File: src/rtl/fevu_pkg.sv
// Shared constants for the FIFO event unit: register addresses, field
// width of the threshold levels, and the mapping between the compact
// internal flag vector and its register bit positions.
package fevu_pkg;

    localparam int LVLW = 6;          // threshold level width
    localparam int RDW  = 16;         // register data width
    localparam int NFLG = 8;          // internal interrupt flags
    localparam int NWK  = 4;          // wake flags

    localparam logic [2:0] A_CTRL  = 3'd0;
    localparam logic [2:0] A_IFLAG = 3'd1;
    localparam logic [2:0] A_IEN   = 3'd2;
    localparam logic [2:0] A_WFLAG = 3'd3;
    localparam logic [2:0] A_WEN   = 3'd4;
    localparam logic [2:0] A_LEVEL = 3'd5;

    // Internal order: [0] tx below, [1] tx empty, [2] rx above, [3] rx full,
    // [4] tx overrun, [5] tx underrun, [6] rx overrun, [7] rx underrun.
    function automatic logic [RDW-1:0] flags_to_reg(input logic [NFLG-1:0] f);
        return {f[7:4], 8'h00, f[3:0]};
    endfunction

    function automatic logic [NFLG-1:0] reg_to_flags(input logic [RDW-1:0] r);
        return {r[15:12], r[3:0]};
    endfunction

endpackage

File: src/rtl/fevu_fifo.sv
// Circular FIFO with occupancy count. A push when full and a pop when empty
// are refused and reported as single-cycle overrun/underrun pulses. A
// synchronous clear empties it and overrides any push or pop that cycle.
// Assumes DEPTH >= 1; the read port shows the oldest entry (stale if empty).
module fevu_fifo #(
    parameter int DW    = 8,
    parameter int DEPTH = 8,
    localparam int AW   = (DEPTH > 1) ? $clog2(DEPTH) : 1,
    localparam int CW   = $clog2(DEPTH + 1)
) (
    input  logic          clk,
    input  logic          rst_n,
    input  logic          clr,
    input  logic          push,
    input  logic [DW-1:0] wdata,
    input  logic          pop,
    output logic [DW-1:0] rdata,
    output logic [CW-1:0] count,
    output logic          full,
    output logic          empty,
    output logic          ovr,
    output logic          und
);

    logic [DW-1:0] mem [DEPTH];
    logic [AW-1:0] wr_ptr, rd_ptr;
    logic          do_push, do_pop;

    function automatic logic [AW-1:0] next_ptr(input logic [AW-1:0] p);
        return (p == AW'(DEPTH - 1)) ? '0 : p + 1'b1;
    endfunction

    assign full    = (count == CW'(DEPTH));
    assign empty   = (count == '0);
    assign do_push = push && !full && !clr;
    assign do_pop  = pop && !empty && !clr;
    assign ovr     = push && full;
    assign und     = pop && empty;
    assign rdata   = mem[rd_ptr];

    // Storage write for accepted pushes.
    always_ff @(posedge clk) begin
        if (do_push) mem[wr_ptr] <= wdata;
    end

    // Pointer and occupancy bookkeeping with reset and clear.
    always_ff @(posedge clk) begin
        if (!rst_n || clr) begin
            wr_ptr <= '0;
            rd_ptr <= '0;
            count  <= '0;
        end else begin
            if (do_push) wr_ptr <= next_ptr(wr_ptr);
            if (do_pop)  rd_ptr <= next_ptr(rd_ptr);
            case ({do_push, do_pop})
                2'b10:   count <= count + 1'b1;
                2'b01:   count <= count - 1'b1;
                default: count <= count;
            endcase
        end
    end

endmodule

File: src/rtl/fevu_flag_bank.sv
// Bank of sticky write-one-to-clear flags. Bits marked in EDGE_MASK set on
// the rising edge of their condition; the others set on every cycle their
// condition (a pulse) is high. A set beats a write-1 clear in the same
// cycle; a hard clear beats both and primes the edge history to 1 so the
// state left by the clear is not taken as a new edge.
module fevu_flag_bank #(
    parameter int           W         = 8,
    parameter logic [W-1:0] EDGE_MASK = '1,
    parameter logic [W-1:0] PREV_INIT = '0
) (
    input  logic         clk,
    input  logic         rst_n,
    input  logic [W-1:0] cond,
    input  logic [W-1:0] w1c,
    input  logic [W-1:0] hard_clr,
    output logic [W-1:0] flags
);

    for (genvar i = 0; i < W; i++) begin : g_bit
        logic set_req;

        if (EDGE_MASK[i]) begin : g_edge
            logic prev;
            // History of the level condition for edge detection.
            always_ff @(posedge clk) begin
                if (!rst_n)           prev <= PREV_INIT[i];
                else if (hard_clr[i]) prev <= 1'b1;
                else                  prev <= cond[i];
            end
            assign set_req = cond[i] && !prev;
        end else begin : g_pulse
            assign set_req = cond[i];
        end

        // Sticky flag update with set-over-clear priority.
        always_ff @(posedge clk) begin
            if (!rst_n || hard_clr[i]) flags[i] <= 1'b0;
            else                       flags[i] <= set_req | (flags[i] & ~w1c[i]);
        end
    end

endmodule

File: src/rtl/fifo_event_unit.sv
// FIFO event unit top: a TX FIFO (bus in, serial out) and an RX FIFO
// (serial in, bus out), level comparison for DMA requests, sticky event
// flags with masked interrupt and wake outputs, and a strobe register port.
// Assumes DEPTH <= 63 so counts fit the level fields and the count register.
module fifo_event_unit
    import fevu_pkg::*;
#(
    parameter int DW    = 8,
    parameter int DEPTH = 8,
    localparam int CW   = $clog2(DEPTH + 1)
) (
    input  logic           clk,
    input  logic           rst_n,
    input  logic           bus_wr,
    input  logic [DW-1:0]  bus_wdata,
    input  logic           bus_rd,
    output logic [DW-1:0]  bus_rdata,
    input  logic           ser_tx_pop,
    output logic [DW-1:0]  ser_tx_data,
    input  logic           ser_rx_push,
    input  logic [DW-1:0]  ser_rx_data,
    input  logic           reg_wr,
    input  logic [2:0]     reg_addr,
    input  logic [RDW-1:0] reg_wdata,
    output logic [RDW-1:0] reg_rdata,
    output logic           irq,
    output logic           wake,
    output logic           dma_tx_req,
    output logic           dma_rx_req
);

    logic [LVLW-1:0] tx_lvl, rx_lvl;
    logic            tx_dma_en, rx_dma_en;
    logic [NFLG-1:0] ien, iflag, icond, ihard, iw1c;
    logic [NWK-1:0]  wen, wflag, whard, ww1c;
    logic [CW-1:0]   tx_cnt, rx_cnt;
    logic            tx_full, tx_empty, rx_full, rx_empty;
    logic            tx_ovr, tx_und, rx_ovr, rx_und;
    logic            tx_below, rx_above;
    logic            wr_ctrl, tx_clr, rx_clr;

    assign wr_ctrl = reg_wr && (reg_addr == A_CTRL);
    assign tx_clr  = wr_ctrl && reg_wdata[7];
    assign rx_clr  = wr_ctrl && reg_wdata[15];

    fevu_fifo #(.DW(DW), .DEPTH(DEPTH)) u_txf (
        .clk(clk), .rst_n(rst_n), .clr(tx_clr),
        .push(bus_wr), .wdata(bus_wdata),
        .pop(ser_tx_pop), .rdata(ser_tx_data),
        .count(tx_cnt), .full(tx_full), .empty(tx_empty),
        .ovr(tx_ovr), .und(tx_und)
    );

    fevu_fifo #(.DW(DW), .DEPTH(DEPTH)) u_rxf (
        .clk(clk), .rst_n(rst_n), .clr(rx_clr),
        .push(ser_rx_push), .wdata(ser_rx_data),
        .pop(bus_rd), .rdata(bus_rdata),
        .count(rx_cnt), .full(rx_full), .empty(rx_empty),
        .ovr(rx_ovr), .und(rx_und)
    );

    // Control, interrupt-enable and wake-enable registers.
    always_ff @(posedge clk) begin
        if (!rst_n) begin
            tx_lvl    <= '0;
            rx_lvl    <= '0;
            tx_dma_en <= 1'b0;
            rx_dma_en <= 1'b0;
            ien       <= '0;
            wen       <= '0;
        end else if (reg_wr) begin
            case (reg_addr)
                A_CTRL: begin
                    tx_lvl    <= reg_wdata[5:0];
                    tx_dma_en <= reg_wdata[6];
                    rx_lvl    <= reg_wdata[13:8];
                    rx_dma_en <= reg_wdata[14];
                end
                A_IEN:   ien <= reg_to_flags(reg_wdata);
                A_WEN:   wen <= reg_wdata[NWK-1:0];
                default: ;
            endcase
        end
    end

    assign tx_below = 8'(tx_cnt) < 8'(tx_lvl);
    assign rx_above = 8'(rx_cnt) > 8'(rx_lvl);

    assign icond = {rx_und, rx_ovr, tx_und, tx_ovr, rx_full, rx_above, tx_empty, tx_below};
    assign ihard = {rx_clr, rx_clr, tx_clr, tx_clr, rx_clr, rx_clr, tx_clr, tx_clr};
    assign whard = {rx_clr, rx_clr, tx_clr, tx_clr};
    assign iw1c  = (reg_wr && reg_addr == A_IFLAG) ? reg_to_flags(reg_wdata) : '0;
    assign ww1c  = (reg_wr && reg_addr == A_WFLAG) ? reg_wdata[NWK-1:0] : '0;

    fevu_flag_bank #(.W(NFLG), .EDGE_MASK(8'h0F), .PREV_INIT(8'h02)) u_iflags (
        .clk(clk), .rst_n(rst_n), .cond(icond),
        .w1c(iw1c), .hard_clr(ihard), .flags(iflag)
    );

    fevu_flag_bank #(.W(NWK), .EDGE_MASK(4'hF), .PREV_INIT(4'h2)) u_wflags (
        .clk(clk), .rst_n(rst_n), .cond(icond[NWK-1:0]),
        .w1c(ww1c), .hard_clr(whard), .flags(wflag)
    );

    assign irq        = |(iflag & ien);
    assign wake       = |(wflag & wen);
    assign dma_tx_req = tx_dma_en && tx_below;
    assign dma_rx_req = rx_dma_en && rx_above;

    // Combinational register read mux.
    always_comb begin
        case (reg_addr)
            A_CTRL:  reg_rdata = {1'b0, rx_dma_en, rx_lvl, 1'b0, tx_dma_en, tx_lvl};
            A_IFLAG: reg_rdata = flags_to_reg(iflag);
            A_IEN:   reg_rdata = flags_to_reg(ien);
            A_WFLAG: reg_rdata = {{(RDW-NWK){1'b0}}, wflag};
            A_WEN:   reg_rdata = {{(RDW-NWK){1'b0}}, wen};
            A_LEVEL: reg_rdata = {8'(rx_cnt), 8'(tx_cnt)};
            default: reg_rdata = '0;
        endcase
    end

endmodule

File: config.mk
export PLATFORM = sky130hd
export DESIGN_NAME = fifo_event_unit
export DESIGN_NICKNAME = d
export VERILOG_FILES = /design/src/rtl/fevu_pkg.sv /design/src/rtl/fevu_fifo.sv /design/src/rtl/fevu_flag_bank.sv /design/src/rtl/fifo_event_unit.sv
export SDC_FILE = /design/constraint.sdc
export NUM_CORES = 1
export LEC_CHECK = 0
export ABC_AREA = 0
export CORE_MARGIN = 8
export CORE_UTILIZATION = 57
export CTS_CLUSTER_DIAMETER = 60
export DETAILED_ROUTE_END_ITERATION = 10
export HOLD_SLACK_MARGIN = 0.03
export PLACE_DENSITY = 0.79
export SLEW_MARGIN = 30
export SYNTH_ARGS = -nofsm -noshare
export SYNTH_HDL_FRONTEND = slang
export SYNTH_SLANG_ARGS = --single-unit
File: constraint.sdc
create_clock -name clk -period 3.9 [get_ports clk]
set_clock_uncertainty 0.15 [all_clocks]
set_input_delay 0.39 -clock clk [delete_from_list [all_inputs] [get_ports clk]]
set_output_delay 0.39 -clock clk [all_outputs]
set_load 0.01 [all_outputs]
==> results.json <==
{
  "ant_nets": 0,
  "seqCellArea_sq_um": 5200,
  "synth.area.top_cells": "edfxtp_1 46%, dfxtp_1 16%, mux4_2 8.5%",
  "cp-start-kind": "flop",
  "avgSynthCellArea_sq_um": 13.3,
  "pre_cts_slack_ps": 369,
  "fillerInstances": 973,
  "worst-slew-pin-transition_ps": 905,
  "fp.dieH_um": 138,
  "synth_most_common_cell": "edfxtp_1",
  "setup_slack_ps": 745,
  "max_stage_delay_ps": 590,
  "firstDrtPassIters": 5,
  "cp_max_fo": 11,
  "first_global_vias": 5510,
  "port_buffers": 76,
  "grt_pass1_wl_mm": 28.6,
  "cts_hold_buf": 0,
  "row_count": 44,
  "path_buf_inv": 1,
  "hp-class": "reg -> reg",
  "dp_hpwl_mm": 11.8,
  "antennaDiodeCount": 0,
  "outcome": "completed",
  "htreeDepth": 4,
  "initialDrtViolationCount": 476,
  "drive_gt1_share_pct": 14.8,
  "io_pins": 78,
  "yosysTopAreaCell": "edfxtp_1",
  "cts_buffers": 17,
  "clk_latency_ps": 420,
  "yosysTopAreaCellShare_pct": 45.6,
  "wl_per_cell_um": 19.3,
  "cap_violations": 0,
  "antenna_found_initial": 0,
  "grt_max_degree": 23,
  "required_ps": 3360,
  "clockBufferDepth": 2,
  "routed_wl_mm": 17.6,
  "rsz0062_at_grt": "no",
  "cts_setup_buffers": 0,
  "initial_utilization_pct": 58.2,
  "worst_path_max_delay_cell": "dfxtp_1",
  "placed_cell_area_sq_um": 9460,
  "utilization_pct": 69.1,
  "final_area_sq_um": 10000,
  "cts_sinks": 196,
  "fmax_mhz": 317,
  "grt-ovfl-total": 0,
  "gp_congestion": 0.869,
  "tns_ps": 0,
  "power_density_nw_per_um2": 550,
  "route.vias.total": 5352,
  "clock-root-buffer": "clkbuf_16",
  "die_w_um": 138,
  "hold_viol": 0,
  "seq_area_frac_synth_pct": 61.7,
  "setup_viol": 0,
  "post-route-period-util_pct": 80.9,
  "path_delay_family": "flip-flops",
  "worstPathArrival_ps": 2610,
  "cp-end-kind": "output pin",
  "syn-num-nets": 695,
  "synth_area_sq_um": 8430,
  "multi_input_area_sq_um": 3050,
  "slew_viol_final": 0,
  "slew_headroom_pct": 39.4,
  "vias_per_cell": 5.85,
  "async_reset_ff_share_pct": 0,
  "cts_tree": "done",
  "hold-worst-slack_ps": 337,
  "die_area_sq_um": 18900,
  "synth_commonest_cells": "128 x edfxtp_1, 69 x nand2_1, 68 x dfxtp_1",
  "area_growth_pct": 18.6,
  "cp_cell_sequence": "ha_1 -> a21o_1 -> a211o_1 -> nand3_1 -> and2_1 -> clkdlybuf4s50_1",
  "drc": 0,
  "synth_ff_type": "edfxtp_1",
  "finalNetCount": 781,
  "path_clk_slew_ps": 70,
  "grtUsageTotal_pct": 19.7,
  "core_area_sq_um": 14500,
  "cts_resized": 0,
  "worstSetupPathType": "reg -> out",
  "ys_types": 53,
  "ir_drop_uv": 284,
  "period_needed_ps": 3150,
  "syn_inst": 633,
  "ys_ff_latch": 196,
  "yosys_warnings": 0,
  "p_leak_nw": 3.39,
  "synth_edf_count": 128
}
-- logic make-up after synthesis --
| family | share of synthesized area (%) |
|---|---|
| AND/OR/NAND/NOR | 11.4 |
| flip-flops | 61.7 |
| AO/OA/AOI/OAI | 7.42 |
| multiplexers | 13.6 |
| buffers and inverters | 2.24 |
| adder cells (fa/ha/maj) | 2.97 |
| XOR/XNOR | 0.519 |
| other | 0.0445 |
-- per-stage QoR --
stage,std cells,power (W)
after floorplan,633,0.00349
after global placement,884,0.00387
after detailed placement,884,0.00393
after CTS,915,0.00554
after global routing,915,0.00577
final,915,0.00550
-- path summary, 6_finish.rpt --
check / start / slack [ps] / depth (start not counted) / endpoint
worst max register to register: u_txf.count[3] / 880 / 10 / u_txf.count[2]
worst min register to register: tx_dma_en / 340 / 2 / tx_dma_en
worst min-delay path: tx_dma_en / 340 / 2 / tx_dma_en
worst max-delay path: u_txf.count[1] / 750 / 6 / dma_tx_req
-- placed cells by master, fill, tap and decap left out, types with 9 or more instances in the layout --
cell and count:
edfxtp_1 128, clkdlybuf4s50_1 76, nand2_1 69, dfxtp_1 68, nor2_1 50, a21oi_1 38
mux4_2 32, mux2i_1 25, buf_4 23, ha_1 20, nor2b_1 18, clkbuf_16 17
mux2_2 16, a21boi_0 15, nand3_1 14, inv_1 12, nor3_1 11, nand2b_1 10
o21ai_0 9, a22oi_1 9
-- per-layer routing --
layer | vias to the layer above | track usage [%] | wire length [um]
li1 | 2524 | - | -
met1 | 2632 | 25.0 | 7650
met2 | 173 | 32.3 | 8620
met3 | 23 | 5.58 | 1060
met4 | 0 | 6.16 | 297
met5 | - | 0 | 0
-- area by class of cell --
type / count / share of cell area, %
repair buffers: 99 / 9.33
clock inverters: 11 / 1.05
multi-input cells: 393 / 30.5
clock buffers: 20 / 4.37
flip-flops and latches: 196 / 52.0
well taps: 184 / 2.30
inverters: 12 / 0.450
-- where the power goes --
group | internal [W] | switching, W | total (W)
Clock | 0.000880 | 0.000718 | 0.00160
Sequential | 0.00238 | 0.000188 | 0.00257
Combinational | 0.000716 | 0.000617 | 0.00133
-- worst reg2reg max path, cell delays in order, from the launching register on --
cell	delay, ps
dfxtp_1	500
or4b_4	550
nand2_1	190
nor2_1	80
inv_1	60
ha_1	240
xor2_1	110
ha_1	220
or4b_1	520
a21o_1	190
a21oi_1	130
-- state kept, by name (all words and copies together) (netlist names), named ones only --
| register | cells |
|---|---|
| u_wflags.flags | 4 |
| u_txf.rd_ptr | 3 |
| u_rxf.wr_ptr | 3 |
| u_wflags.g_bit.g_edge.prev | 1 |
| tx_lvl | 6 |
| u_txf.wr_ptr | 3 |
| rx_lvl | 6 |
| wen | 4 |
| u_rxf.rd_ptr | 3 |
| rx_dma_en | 1 |
| u_txf.count | 4 |
| u_iflags.flags | 8 |
| tx_dma_en | 1 |
| u_iflags.g_bit.g_edge.prev | 3 |
| u_rxf.mem | 64 |
| u_txf.mem | 64 |
| ien | 8 |
| u_rxf.count | 4 |
Power figures use the tool's default switching activity.
